<file path="config.mk">
export PLATFORM = sky130hd
export DESIGN_NAME = sclk_edge_front
export DESIGN_NICKNAME = d
export VERILOG_FILES = /design/src/rtl/sclk_fe_pkg.sv /design/src/rtl/sclk_sync.sv /design/src/rtl/sclk_edge_fsm.sv /design/src/rtl/sclk_data_path.sv /design/src/rtl/sclk_edge_front.sv
export SDC_FILE = /design/constraint.sdc
export NUM_CORES = 1
export LEC_CHECK = 0
export ABC_AREA = 1
export BUFFER_PORTS_ARGS = -buffer_cell sky130_fd_sc_hd__clkbuf_2
export CORE_AREA = 8 8 45 47
export CTS_CLUSTER_SIZE = 28
export DETAILED_ROUTE_END_ITERATION = 8
export DIE_AREA = 0 0 53 55
export GPL_TIMING_DRIVEN = 0
export PLACE_DENSITY = 0.7
export SETUP_SLACK_MARGIN = 0.2
export SLEW_MARGIN = 40
export SYNTH_ARGS = -nofsm -noshare
export SYNTH_HDL_FRONTEND = slang
export SYNTH_SLANG_ARGS = --single-unit
</file>
<file path="constraint.sdc">
create_clock -name clk -period 1.8 [get_ports clk]
set_input_delay 0.18 -clock clk [delete_from_list [all_inputs] [get_ports clk]]
set_output_delay 0.18 -clock clk [all_outputs]
set_load 0.02 [all_outputs]
</file>
<file path="src/rtl/sclk_fe_pkg.sv">
package sclk_fe_pkg;
    typedef enum logic {
        ST_LOW  = 1'b0,
        ST_HIGH = 1'b1
    } lvl_state_t;
endpackage

</file>
<file path="src/rtl/sclk_sync.sv">
module sclk_sync #(
    parameter int STAGES = 2
) (
    input  logic clk,
    input  logic rst,
    input  logic rst_val,
    input  logic d,
    output logic q
);
    logic [STAGES-1:0] chain;

    for (genvar g = 0; g < STAGES; g++) begin : g_stage
        if (g == 0) begin : g_first
            always_ff @(posedge clk) begin
                if (rst) chain[0] <= rst_val;
                else     chain[0] <= d;
            end
        end else begin : g_next
            always_ff @(posedge clk) begin
                if (rst) chain[g] <= rst_val;
                else     chain[g] <= chain[g-1];
            end
        end
    end

    assign q = chain[STAGES-1];
endmodule

</file>
<file path="src/rtl/sclk_edge_fsm.sv">
module sclk_edge_fsm
    import sclk_fe_pkg::*;
(
    input  logic clk,
    input  logic rst,
    input  logic idle_lvl,
    input  logic lvl_sync,
    output logic rise_now,
    output logic fall_now,
    output logic rise_stb,
    output logic fall_stb
);
    lvl_state_t state, state_nx;

    always_comb begin
        state_nx = state;
        rise_now = 1'b0;
        fall_now = 1'b0;
        unique case (state)
            ST_LOW: begin
                if (lvl_sync) begin       // transition RISE
                    state_nx = ST_HIGH;
                    rise_now = 1'b1;
                end
            end
            ST_HIGH: begin
                if (!lvl_sync) begin      // transition FALL
                    state_nx = ST_LOW;
                    fall_now = 1'b1;
                end
            end
            default: state_nx = ST_LOW;
        endcase
    end

    // state register
    always_ff @(posedge clk) begin
        if (rst) state <= idle_lvl ? ST_HIGH : ST_LOW;
        else     state <= state_nx;
    end

    // registered outputs
    always_ff @(posedge clk) begin
        if (rst) begin
            rise_stb <= 1'b0;
            fall_stb <= 1'b0;
        end else begin
            rise_stb <= rise_now;
            fall_stb <= fall_now;
        end
    end
endmodule

</file>
<file path="src/rtl/sclk_data_path.sv">
module sclk_data_path #(
    parameter int TX_W = 8
) (
    input  logic            clk,
    input  logic            rst,
    input  logic            sample_now,
    input  logic            shift_now,
    input  logic            sdi_sync,
    input  logic [TX_W-1:0] tx_word,
    output logic            rx_bit,
    output logic            rx_valid,
    output logic            sdo
);
    localparam int IDX_W = (TX_W > 1) ? $clog2(TX_W) : 1;
    localparam logic [IDX_W-1:0] LAST = IDX_W'(TX_W - 1);

    logic [IDX_W-1:0] idx;

    always_ff @(posedge clk) begin
        if (rst) begin
            rx_bit   <= 1'b0;
            rx_valid <= 1'b0;
        end else begin
            rx_valid <= sample_now;
            if (sample_now) rx_bit <= sdi_sync;
        end
    end

    always_ff @(posedge clk) begin
        if (rst) begin
            sdo <= 1'b0;
            idx <= '0;
        end else if (shift_now) begin
            sdo <= tx_word[LAST - idx];
            idx <= (idx == LAST) ? '0 : idx + 1'b1;
        end
    end
endmodule

</file>
<file path="src/rtl/sclk_edge_front.sv">
module sclk_edge_front #(
    parameter int SYNC_STAGES = 2,
    parameter int TX_W        = 8
) (
    input  logic            clk,
    input  logic            rst,
    input  logic            sclk_in,
    input  logic            sdi,
    input  logic            cpol_sel,
    input  logic [TX_W-1:0] tx_word,
    output logic            rise_stb,
    output logic            fall_stb,
    output logic            rx_bit,
    output logic            rx_valid,
    output logic            sdo
);
    logic sclk_s, sdi_s, rise_now, fall_now, sample_now, shift_now;

    sclk_sync #(.STAGES(SYNC_STAGES)) clk_sync_i (
        .clk(clk), .rst(rst), .rst_val(cpol_sel), .d(sclk_in), .q(sclk_s)
    );

    sclk_sync #(.STAGES(SYNC_STAGES)) dat_sync_i (
        .clk(clk), .rst(rst), .rst_val(1'b0), .d(sdi), .q(sdi_s)
    );

    sclk_edge_fsm fsm_i (
        .clk(clk), .rst(rst), .idle_lvl(cpol_sel), .lvl_sync(sclk_s),
        .rise_now(rise_now), .fall_now(fall_now),
        .rise_stb(rise_stb), .fall_stb(fall_stb)
    );

    assign sample_now = cpol_sel ? fall_now : rise_now;
    assign shift_now  = cpol_sel ? rise_now : fall_now;

    sclk_data_path #(.TX_W(TX_W)) dp_i (
        .clk(clk), .rst(rst), .sample_now(sample_now), .shift_now(shift_now),
        .sdi_sync(sdi_s), .tx_word(tx_word),
        .rx_bit(rx_bit), .rx_valid(rx_valid), .sdo(sdo)
    );
endmodule

</file>
## After elaboration in Yosys (flattened, before gate mapping)

Index checks and enable logic that the tools add are counted.

| operators by class | value |
|---|---|
| add/sub/neg operators | 2 |
| multipliers | 0 |
| div/mod/pow operators | 0 |
| $lt $le $gt $ge | 1 |
| equality and inequality tests | 1 |
| shift-type cells | 0 |
| mux-type cells | 13 |
| bitwise operators | 0 |
| reductions and logical operators | 0 |

Operators by type and width:

| kind | count |
|---|---|
| $mux 1 | 11 |
| $lt 3x4->1 const B | 1 |
| $add 3x1->3 const B | 1 |
| $bmux 1 s3 | 1 |
| $eq 3x3->1 const B | 1 |
| $mux 3 | 1 |
| $sub 3x3->3 const A | 1 |

| storage, ports and cells | value |
|---|---|
| register bits after elaboration | 13 |
| latch bits | 0 |
| memory bits (writable) | 0 |
| memory bits (read-only) | 0 |
| input bits | 13 |
| output and inout port bits | 5 |
| word-level logic and storage cells | 28 |
| memories | 0 |

## Longest topological paths before layout

Gate-level depths: netlist of run 1.

| depth | value |
|---|---|
| depth after elaboration | 3 |
| gate-level depth with buffers | 7 |
| depth with buffers taken out | 7 |

## Cells and area by module

A second synthesis of run 1 with hierarchy kept.

| second synthesis, totals | value |
|---|---|
| cell total of the unflattened synthesis | 89 |
| area total of the unflattened synthesis | 586.8 um^2 |

Modules (own cells, without submodules):

| module | instances | cells an instance | area each (um^2) | seq. area each (um^2) |
|---|---|---|---|---|
| sclk_data_path | 1 | 50 | 326.6 | 120.1 |
| sclk_sync | 2 | 8 | 62.6 | 40.0 |
| sclk_edge_fsm | 1 | 15 | 105.1 | 60.1 |
| sclk_edge_front | 1 | 8 | 30.0 | 0.0 |

## Worst setup path after synthesis of run 1

Ideal clock, no wire load.

| timing path | value |
|---|---|
| path type | reg-to-reg |
| from | register dp_i.idx[0] |
| to | register dp_i.idx[2] |
| library setup time | 0.124 ns |
| arrival | 0.966 ns |
| required time | 1.676 ns |
| slack | 0.710 ns |
| stages on the path, launching flop included | 5 |
| buffers on the path | 0 |
| clock period less this slack | 1.090 ns |
| cell sequence | dfxtp_1 > ha_1 > ha_1 > o21ai_1 > a21oi_1 |

| on the way | value |
|---|---|
| longest elaborated chain between the ends | 2 |
| elaborated cells between the ends (all ways) | 3 |
| those cells by class | add/sub: 1; eq/ne: 1; mux: 1 |

Ends and longest elaborated chain:

| item | line | text |
|---|---|---|
| start: declaration | sclk_data_path.sv:17 | `logic [IDX_W-1:0] idx;` |
| start signal: assignment | sclk_data_path.sv:35 | `idx <= (idx == LAST) ? '0 : idx + 1'b1;` |
| $add 3x1->3 or $eq 3x3->1 (tied branches) | sclk_data_path.sv:35 |  |
| $mux 3 * | sclk_data_path.sv:35 |  |

Every way passes the cells marked *; elsewhere a longest branch is shown, timed or not.
A chain may end at the register's enable or synchronous reset.

## Final worst setup path of run 1

Ends and elaborated chain as after synthesis.

==> qor.txt, run 1 <==
status - completed
commonest non-fill, non-tap cells in the layout - nand2_1 (20), clkbuf_2 (16), dfxtp_1 (13)
clock sinks - 13
Reg2Reg Launch Point - dp_i.idx[0]
worst setup path class - reg -> reg
number of max-cap violations - 0
post-synthesis cell count - 78
worst min path class - in -> reg
number of synthesized flops with an enable pin - 0
RSZ-0062 raised after global routing - no
Detail Route Antenna Nets - 0
Via-to-Cell Ratio - 4.430
deepest clock path buffer count - 2
area grow syn2layout - 22.05%
Final Non-Filler Cells - 114
Vias - 505
# DRC - 0
PortBufs - 16
die footprint - 2915 µm²
met3 WL post-DR - 51 µm
synthesized flop and latch total - 13
highest metal used - met4
Layout Nets - 114
crit path max fanout - 7
hold violation total from the final report - 0
Synth async-reset ratio - 0%
top_reg_cell synth - dfxtp_1
GPL Wtd Cong - 0.6900
vias in the first global route - 415
Total GRT Usage - 7.021%
Netlist cell types - 14
total congestion overflow - 0
Slew @ Worst Pin - 253.2 ps
Filler cells - 141
most common cell after layout, fill and taps aside - nand2_1
critical path endpoint category - flop
period utilisation layout - 65.62%
DP Wirelength - 870.1 µm
critical path launch point - dp_i.idx[0]
dpl cells - 110
Netlist Area Pre-Place - 573.1 µm²
Slew Viols, Final - 0
wire per inst - 8.833 µm
worst path required time - 1950 ps
fin crit period - 1181 ps
wire length on met2 - 512 µm
CTS Root Cell - clkbuf_4
Ys Warns - 0
Starting Density - 41.41%
Final setup viols - 0
static leakage - 0.3723 nW
Mapped Nets - 93
WP data arrival - 1330 ps
Die W - 53 µm
Detailed Route Iter0 Violations - 11
Routed WL - 1.007 mm
pin count of the biggest net entering global routing - 11
# H-tree levels - 1
Fin Setup TNS - 0 ps
TritonCTS Buffers - 3
initial antenna violation count - 0
clock skew - 4.149 ps
DRT Pass-1 Iters - 4
worst hold path startpoint - sclk_in
clk slew on worst S/H paths - 80 ps
die height - 55 µm
crit path launch type - flop
global-route wire length before repair - 1.545 mm
FP Rows - 14
clock latency on the worst-skew pair - 260 ps
Resized Gates After CTS - 0
Seq/Total Area, Yosys - 45.41%
CTS tree - built
layout cell share with drive strength beyond 1 - 33.67%
Max VDD drop - 0.0004034 V
hold-fix buffers at CTS - 0
Post-CTS Setup Bufs - 0
Rel. slew slack - 83.09%
I/O Pins - 18
M1 WL - 435 µm
total core area - 1384 µm²
Max Fclk - 0.8467 GHz
# diodes - 0
syn avg cell area - 7.347 µm²
pwr dens - 877.0 nW/µm²
[state kept, by name, summed over array words and instances, names as in the netlist]
signal	cells
fsm_i.fall_stb	1
dp_i.idx	3
clk_sync_i.chain	1
fsm_i.state	1
clk_sync_i.q	1
fsm_i.rise_stb	1
dat_sync_i.q	1
dp_i.rx_bit	1
dp_i.rx_valid	1
dp_i.sdo	1
dat_sync_i.chain	1
[cell families after synthesis]
logic type	after synthesis	synth area share, %
AO/OA/AOI/OAI	11	12.23
flip-flops	13	45.41
buffers and inverters	18	12.01
AND/OR/NAND/NOR	34	25.98
adder cells (fa/ha/maj)	2	4.366
[final cells by class]
type / count / area, µm² / area share (%)
Buffer: 1 / 5.005 / 0.7156
Clock buffer: 4 / 26.28 / 3.757
Inverter: 17 / 63.81 / 9.123
Multi-Input combinational cell: 47 / 244.0 / 34.88
Sequential cell: 13 / 260.3 / 37.21
Tap cell: 16 / 20.02 / 2.862
Timing Repair Buffer: 16 / 80.08 / 11.45
[worst max-delay path: stages, from the launching register on]
cell and delay [ps]:
dfxtp_1 470, ha_1 200, ha_1 220, o21ai_1 130, a21oi_1 50
[metal layers]
layer | up-vias | GRT usage [%]
met2 | 8 | 12.11
met5 | - | 0
met3 | 2 | 2.406
met4 | 0 | 3.879
li1 | 278 | -
met1 | 217 | 7.373
[report_power, final]
part | total, mW | internal, mW | switching, mW
logic | 0.117 | 0.0472 | 0.0699
registers | 0.326 | 0.310 | 0.0157
clock network | 0.170 | 0.0855 | 0.0848
total | 0.613 | 0.443 | 0.170
[Yosys cell counts (2+ instances only)]
master   number  area [µm²]
nand2_1      20       75.07
nor2_1        6       22.52
dfxtp_1      13       260.3
ha_1          2       25.02
o21ai_1       5       25.02
nand3_1       6       30.03
a21oi_1       4       20.02
inv_2         9       33.78
inv_1         8       30.03
[worst paths after layout]
path                         endpoint  slack, ps  depth (start not counted)
hold / removal    clk_sync_i.chain[0]        100                          3
hold reg to reg          dat_sync_i.q        410                          2
setup reg to reg          dp_i.idx[2]        620                          4
setup / recovery          dp_i.idx[2]        620                          4
[through the flow]
step	power, mW	utilization [%]	worst slack (ps)	hold slack (ps)	cell area (µm²)
floorplan	0.4162	-	710.3	283.1	573.1
global placement	0.4465	48.64	665.1	370.2	673.1
detailed placement	0.4524	48.64	628.5	371.7	673.1
CTS	0.6241	50.54	617.7	89.41	699.4
global route	0.6555	50.54	546.1	95.50	699.4
finish	0.6134	50.54	618.9	96.36	699.4
Note: power is estimated with default switching activity, not from simulation.
==> inputs of run 2 (changes only) <==
--- a/config.mk
+++ b/config.mk
@@ -7,12 +7,12 @@
 export LEC_CHECK = 0
 export ABC_AREA = 1
 export BUFFER_PORTS_ARGS = -buffer_cell sky130_fd_sc_hd__clkbuf_2
-export CORE_AREA = 8 8 45 47
+export CORE_MARGIN = 8
+export CORE_UTILIZATION = 42
 export CTS_CLUSTER_SIZE = 28
 export DETAILED_ROUTE_END_ITERATION = 8
-export DIE_AREA = 0 0 53 55
 export GPL_TIMING_DRIVEN = 0
-export PLACE_DENSITY = 0.7
+export PLACE_DENSITY = 0.71
 export SETUP_SLACK_MARGIN = 0.2
 export SLEW_MARGIN = 40
 export SYNTH_ARGS = -nofsm -noshare
==> constraint.sdc (replaced) <==
create_clock -name clk -period 1 [get_ports clk]
set_input_delay 0.1 -clock clk [delete_from_list [all_inputs] [get_ports clk]]
set_output_delay 0.1 -clock clk [all_outputs]
set_load 0.02 [all_outputs]
==> run 2 against run 1 <==
Compared with the run above: the run now ends with setup timing left; combinational power increased by 140%; first-iteration DRC count increased by 9.1%; maximum frequency increased by 15%; die area decreased by 3.9%; flip-flop and latch count unchanged; critical path depth increased by 1; count of clock-buffer cells in the layout unchanged; wire length increased by 21%; total power increased by 96%.
==> qor.txt, run 2 (synthesis gave the netlist of run 1 again) <==
busiest grt layer - met2 (unchanged)
Layout Nets - 120 (was 114)
Final setup viols - 1 (was 0)
Slew @ Worst Pin - 273.5 ps (was 253.2 ps)
global-route wire length before repair - 2.007 mm (was 1.545 mm)
hold violation total from the final report - 0 (unchanged)
clock latency on the worst-skew pair - 270 ps (was 260 ps)
I/O Pins - 18 (unchanged)
reg2reg end - dp_i.idx[0] (was dp_i.idx[2])
grt met3 use - 5.602% (was 2.406%)
FF-to-FF path depth - 5 (was 4)
Fin Setup TNS - -23.68 ps (was 0 ps)
critical path endpoint category - flop (unchanged)
fin util - 66.11% (was 50.54%)
worst setup path class - reg -> reg (unchanged)
CTS Root Cell - clkbuf_4 (unchanged)
Critical Path Most Common Cell - ha_4 (was ha_1)
DRT Pass-1 Iters - 4 (unchanged)
pwr dens - 1417 nW/µm² (was 877.0 nW/µm²)
# H-tree levels - 1 (unchanged)
deepest clock path buffer count - 2 (unchanged)
vias in the first global route - 504 (was 415)
die footprint - 2802 µm² (was 2915 µm²)
clock sinks - 13 (unchanged)
worst min path class - in -> reg (unchanged)
status - finished with violations (was completed)
fin crit period - 1024 ps (was 1181 ps)
initial antenna violation count - 0 (unchanged)
static leakage - 0.4198 nW (was 0.3723 nW)
endpoint of the worst hold path - dat_sync_i.chain[0] (was clk_sync_i.chain[0])
area grow syn2layout - 48.25% (was 22.05%)
hold_ws - 12.89 ps (was 96.36 ps)
crit-path max cell delay - 380 ps (was 470 ps)
die height - 52.94 µm (was 55 µm)
Vias - 547 (was 505)
worst path required time - 1190 ps (was 1950 ps)
total core area - 1285 µm² (was 1384 µm²)
Routed WL - 1.222 mm (was 1.007 mm)
# diodes - 0 (unchanged)
hold-fix buffers at CTS - 0 (unchanged)
Starting Density - 44.60% (was 41.41%)
DP Wirelength - 882 µm (was 870.1 µm)
TritonCTS Buffers - 3 (unchanged)
Reg2Reg Launch Point - dp_i.idx[0] (unchanged)
layout cell share with drive strength beyond 1 - 52.88% (was 33.67%)
Slew Viols, Final - 0 (unchanged)
failing checks - setup timing
wire per inst - 10.27 µm (was 8.833 µm)
# DRC - 0 (unchanged)
clk slew on worst S/H paths - 80 ps (about the same)
worst hold path startpoint - sdi (was sclk_in)
clock skew - 2.132 ps (was 4.149 ps)
Detail Route Antenna Nets - 0 (unchanged)
Hold Path Depth - 3 (unchanged)
pin count of the biggest net entering global routing - 11 (unchanged)
Total GRT Usage - 9.548% (was 7.021%)
Largest Register - dp_i.idx (unchanged)
CTS tree - built (unchanged)
Via-to-Cell Ratio - 4.597 (was 4.430)
grt met1 use - 9.984% (was 7.373%)
Detailed Route Iter0 Violations - 12 (was 11)
RSZ-0062 raised after global routing - yes (was no)
Die W - 52.94 µm (was 53 µm)
R2R Setup Slk - -20 ps (was 620 ps)
number of max-cap violations - 0 (unchanged)
Rel. slew slack - 81.70% (was 83.09%)
CP Cell Sequence - ha_4 -> ha_4 -> nor2_1 -> o21ai_1 -> a21oi_1 (was ha_1 -> ha_1 -> o21ai_1 -> a21oi_1)
crit path launch type - flop (unchanged)
FP Rows - 13 (was 14)
total congestion overflow - 0 (unchanged)
final worst setup slack - -23.68 ps (was 618.9 ps)
WP data arrival - 1210 ps (was 1330 ps)
GPL Wtd Cong - 0.7418 (was 0.6900)
Worst path slowest cell - dfxtp_4 (was dfxtp_1)
crit path max fanout - 6 (was 7)
Max VDD drop - 0.001157 V (was 0.0004034 V)
M2 GR Usage - 16.41% (was 12.11%)
number of flip-flops in the largest register - 3 (unchanged)
Max Fclk - 0.9769 GHz (was 0.8467 GHz)
most common cell after layout, fill and taps aside - nand2_1 (unchanged)
period utilisation layout - 102.4% (was 65.62%)
commonest non-fill, non-tap cells in the layout - nand2_1 (17), clkbuf_2 (11), inv_2 (8), inv_1 (8), dfxtp_2 (8) (was nand2_1 (20), clkbuf_2 (16), dfxtp_1 (13))
PortBufs - 16 (unchanged)
run 2: cell types whose count changed in the layout (fill, tap and decap cells not counted), moves of 2 or more:
cell / previous run / this run
buf_4: 0 / 6
buf_8: 0 / 5
clkbuf_2: 16 / 11
dfxtp_1: 13 / 4
dfxtp_2: 0 / 8
ha_1: 2 / 0
ha_4: 0 / 2
nand2_1: 20 / 17
nand2_2: 0 / 3
o21ai_1: 5 / 3
o21ai_2: 0 / 2
run 2: area by class of cell:
cell class              count  area, µm²
fillers                   111      435.4
multi-input cells          47      284.0
flip-flops and latches     13      274.0
repair buffers             22      175.2
inverters                  17      66.31
clock buffers               4      26.28
well taps                  15      18.77
plain buffers               1      5.005
run 2: routing by layer:
metal  vias up  wire, µm
met2        21       577
met3         2       120
met5         -         0
met1       227       514
li1        297         -
met4         0        10
run 2: report_power, final:
part           switching (mW)  internal [mW]  leakage [nW]
Clock                   0.157          0.154        0.0150
Sequential             0.0419          0.565         0.111
Combinational           0.144          0.142         0.294
run 2: repair_timing:
action | 4_1_cts | 5_1_grt
pin swaps | 6 | 5
setup buffers | 5 | 1
setup endpoints to repair | 11 | 12
gates resized for setup | 16 | 7
run 2: worst max-delay path: cells and delay by family, from the launching register on:
family,cells,cell delay (ps)
compound gates,2,190
simple gates,1,70
fa+ha+maj,2,300
flops,1,380
run 2: through the flow:
stage                     cell area [µm²]  std cells  power, mW  setup WS, ps
after floorplan                     614.3         78     0.7703         34.58
after global placement              713.2        109     0.8303         10.42
after detailed placement            713.2        109     0.8373        0.9358
after CTS                           829.5        118      1.202        -12.15
after global routing                849.6        119      1.283        -41.97
final                               849.6        119      1.204        -23.68
run 2: worst max-delay path by stage:
stage                      startpoint           to  slack [ps]
after floorplan           dp_i.idx[0]  dp_i.idx[2]          30
after global placement    dp_i.idx[0]  dp_i.idx[0]          10
after detailed placement  dp_i.idx[0]  dp_i.idx[2]         0.9
after CTS                 dp_i.idx[0]  dp_i.idx[2]         -10
after global routing      dp_i.idx[0]  dp_i.idx[0]         -40
final                     dp_i.idx[0]  dp_i.idx[0]         -20
==> inputs of run 3 (changes only) <==
--- a/config.mk
+++ b/config.mk
@@ -7,12 +7,12 @@
 export LEC_CHECK = 0
 export ABC_AREA = 1
 export BUFFER_PORTS_ARGS = -buffer_cell sky130_fd_sc_hd__clkbuf_2
-export CORE_MARGIN = 8
-export CORE_UTILIZATION = 42
+export CORE_AREA = 2 2 39 41
 export CTS_CLUSTER_SIZE = 28
 export DETAILED_ROUTE_END_ITERATION = 8
+export DIE_AREA = 0 0 41 43
 export GPL_TIMING_DRIVEN = 0
-export PLACE_DENSITY = 0.71
+export PLACE_DENSITY = 0.7
 export SETUP_SLACK_MARGIN = 0.2
 export SLEW_MARGIN = 40
 export SYNTH_ARGS = -nofsm -noshare
==> constraint.sdc (replaced) <==
create_clock -name clk -period 1.13 [get_ports clk]
set_input_delay 0.113 -clock clk [delete_from_list [all_inputs] [get_ports clk]]
set_output_delay 0.113 -clock clk [all_outputs]
set_load 0.02 [all_outputs]
==> run 3 against run 2 <==
Compared with the run above: first-iteration DRC count shrank 42%; the flow now finishes without violations; die area shrank 37%; wire length shrank 19%; critical path depth shrank 1; sequential power shrank 13%.
==> qor.txt, run 3 (synthesis gave the netlist of run 1 again) <==
status - completed (was finished with violations)
static leakage - 0.3911 nW (was 0.4198 nW)
DRT Pass-1 Iters - 4 (unchanged)
Rel. slew slack - 83.07% (was 81.70%)
crit-path max cell delay - 370 ps (was 380 ps)
DP Wirelength - 747.6 µm (was 882 µm)
GPL Wtd Cong - 0.6857 (was 0.7418)
CP Cell Sequence - ha_4 -> ha_4 -> o21ai_2 -> a21oi_1 (was ha_4 -> ha_4 -> nor2_1 -> o21ai_1 -> a21oi_1)
hold_ws - 30.08 ps (was 12.89 ps)
worst min path class - in -> reg (unchanged)
Starting Density - 41.41% (was 44.60%)
crit path max fanout - 5 (was 6)
Critical Path Most Common Cell - ha_4 (unchanged)
CTS Root Cell - clkbuf_4 (unchanged)
Final Non-Filler Cells - 117 (was 119)
worst path required time - 1340 ps (was 1190 ps)
pwr dens - 1329 nW/µm² (was 1417 nW/µm²)
area grow syn2layout - 35.59% (was 48.25%)
global-route wire length before repair - 1.725 mm (was 2.007 mm)
RSZ-0062 raised after global routing - yes (unchanged)
commonest non-fill, non-tap cells in the layout - nand2_1 (18), clkbuf_2 (15), dfxtp_1 (9) (was nand2_1 (17), clkbuf_2 (11), inv_2 (8), inv_1 (8), dfxtp_2 (8))
most common cell after layout, fill and taps aside - nand2_1 (unchanged)
# diodes - 0 (unchanged)
# DRC - 0 (unchanged)
fin crit period - 992.6 ps (was 1024 ps)
number of flip-flops in the largest register - 3 (unchanged)
PortBufs - 16 (unchanged)
Detailed Route Iter0 Violations - 7 (was 12)
pin count of the biggest net entering global routing - 11 (unchanged)
total core area - 1384 µm² (was 1285 µm²)
Fin Setup TNS - 0 ps (was -23.68 ps)
Worst path slowest cell - dfxtp_4 (unchanged)
total congestion overflow - 0 (unchanged)
Hold Path Depth - 3 (unchanged)
Routed WL - 988 µm (was 1.222 mm)
number of max-cap violations - 0 (unchanged)
hold-fix buffers at CTS - 0 (unchanged)
vias in the first global route - 452 (was 504)
wire per inst - 8.444 µm (was 10.27 µm)
Max Fclk - 1.007 GHz (was 0.9769 GHz)
CTS tree - built (unchanged)
Slew Viols, Final - 0 (unchanged)
hold violation total from the final report - 0 (unchanged)
WP data arrival - 1200 ps (was 1210 ps)
TritonCTS Buffers - 3 (unchanged)
Largest Register - dp_i.idx (unchanged)
clock skew - 4.416 ps (was 2.132 ps)
Power, Total - 1.033 mW (was 1.204 mW)
die height - 43 µm (was 52.94 µm)
crit path launch type - flop (unchanged)
I/O Pins - 18 (unchanged)
Die W - 41 µm (was 52.94 µm)
clk slew on worst S/H paths - 80 ps (about the same)
Detail Route Antenna Nets - 0 (unchanged)
Max VDD drop - 0.0008161 V (was 0.001157 V)
Layout Nets - 117 (was 120)
FP Rows - 14 (was 13)
clock latency on the worst-skew pair - 270 ps (about the same)
worst setup path class - reg -> reg (unchanged)
critical path endpoint category - flop (unchanged)
Slew @ Worst Pin - 253.1 ps (was 273.5 ps)
Via-to-Cell Ratio - 4.368 (was 4.597)
Total GRT Usage - 14.60% (was 9.548%)
Vias - 511 (was 547)
Final setup viols - 0 (was 1)
deepest clock path buffer count - 2 (unchanged)
dpl cells - 110 (was 109)
clock sinks - 13 (unchanged)
FF-to-FF path depth - 4 (was 5)
period utilisation layout - 87.84% (was 102.4%)
die footprint - 1763 µm² (was 2802 µm²)
initial antenna violation count - 0 (unchanged)
# H-tree levels - 1 (unchanged)
layout cell share with drive strength beyond 1 - 46.53% (was 52.88%)
run 3: cell count changes in the layout (fill, tap and decap cells not counted), sizes merged:
| cell | change |
|---|---|
| buf | -7 |
| clkbuf | +4 |
run 3: worst max-delay path, delay by kind of cell, from the launching register on:
family	cells	cell delay, ps
flip-flops	1	370
adder cells (fa/ha/maj)	2	410
AO/OA/AOI/OAI	2	140
run 3: final cells by class:
cell class / count / area, µm²
timing repair buffer: 19 / 102.6
clock buffer: 4 / 26.28
sequential: 13 / 267.8
buffer: 1 / 5.005
multi-input combinational: 47 / 289.0
inverter: 17 / 66.31
fill: 133 / 606.8
tap: 16 / 20.02
run 3: final timing paths:
| kind | start | endpoint | slack, ps |
|---|---|---|---|
| max | dp_i.idx[0] | dp_i.idx[2] | 140 |
| min | sclk_in | clk_sync_i.chain[0] | 30 |
| max reg2reg | dp_i.idx[0] | dp_i.idx[2] | 140 |
| min reg2reg | dat_sync_i.chain[0] | dat_sync_i.q | 410 |
run 3: per-layer routing:
metal	routed length (µm)	track usage, %	share of wire, %
met3	28	6.283	2.8
met2	469	21.25	47
met4	14	8.000	1.4
met5	0	0	0
met1	474	17.21	48
run 3: timing repair:
action	4_1_cts	5_1_grt
setup endpoints to repair	5	7
endpoints found under the hold margin	0	0
resized for setup	3	7
setup buffers	3	0
pin swaps	2	2
run 3: report_power, final:
group	internal, mW	switching [mW]
Sequential	0.497	0.0304
Clock	0.136	0.142
Combinational	0.102	0.125
Total	0.735	0.297
run 3: metrics by stage:
stage / instance area [µm²] / utilization [%] / setup WS, ps
after global routing: 777.0 / 56.15 / 77.03
final: 777.0 / 56.15 / 137.4
after detailed placement: 703.2 / 50.81 / 121.4
after CTS: 759.5 / 54.88 / 128.9
after floorplan: 603.1 / - / 164.5
after global placement: 703.2 / 50.81 / 136.7
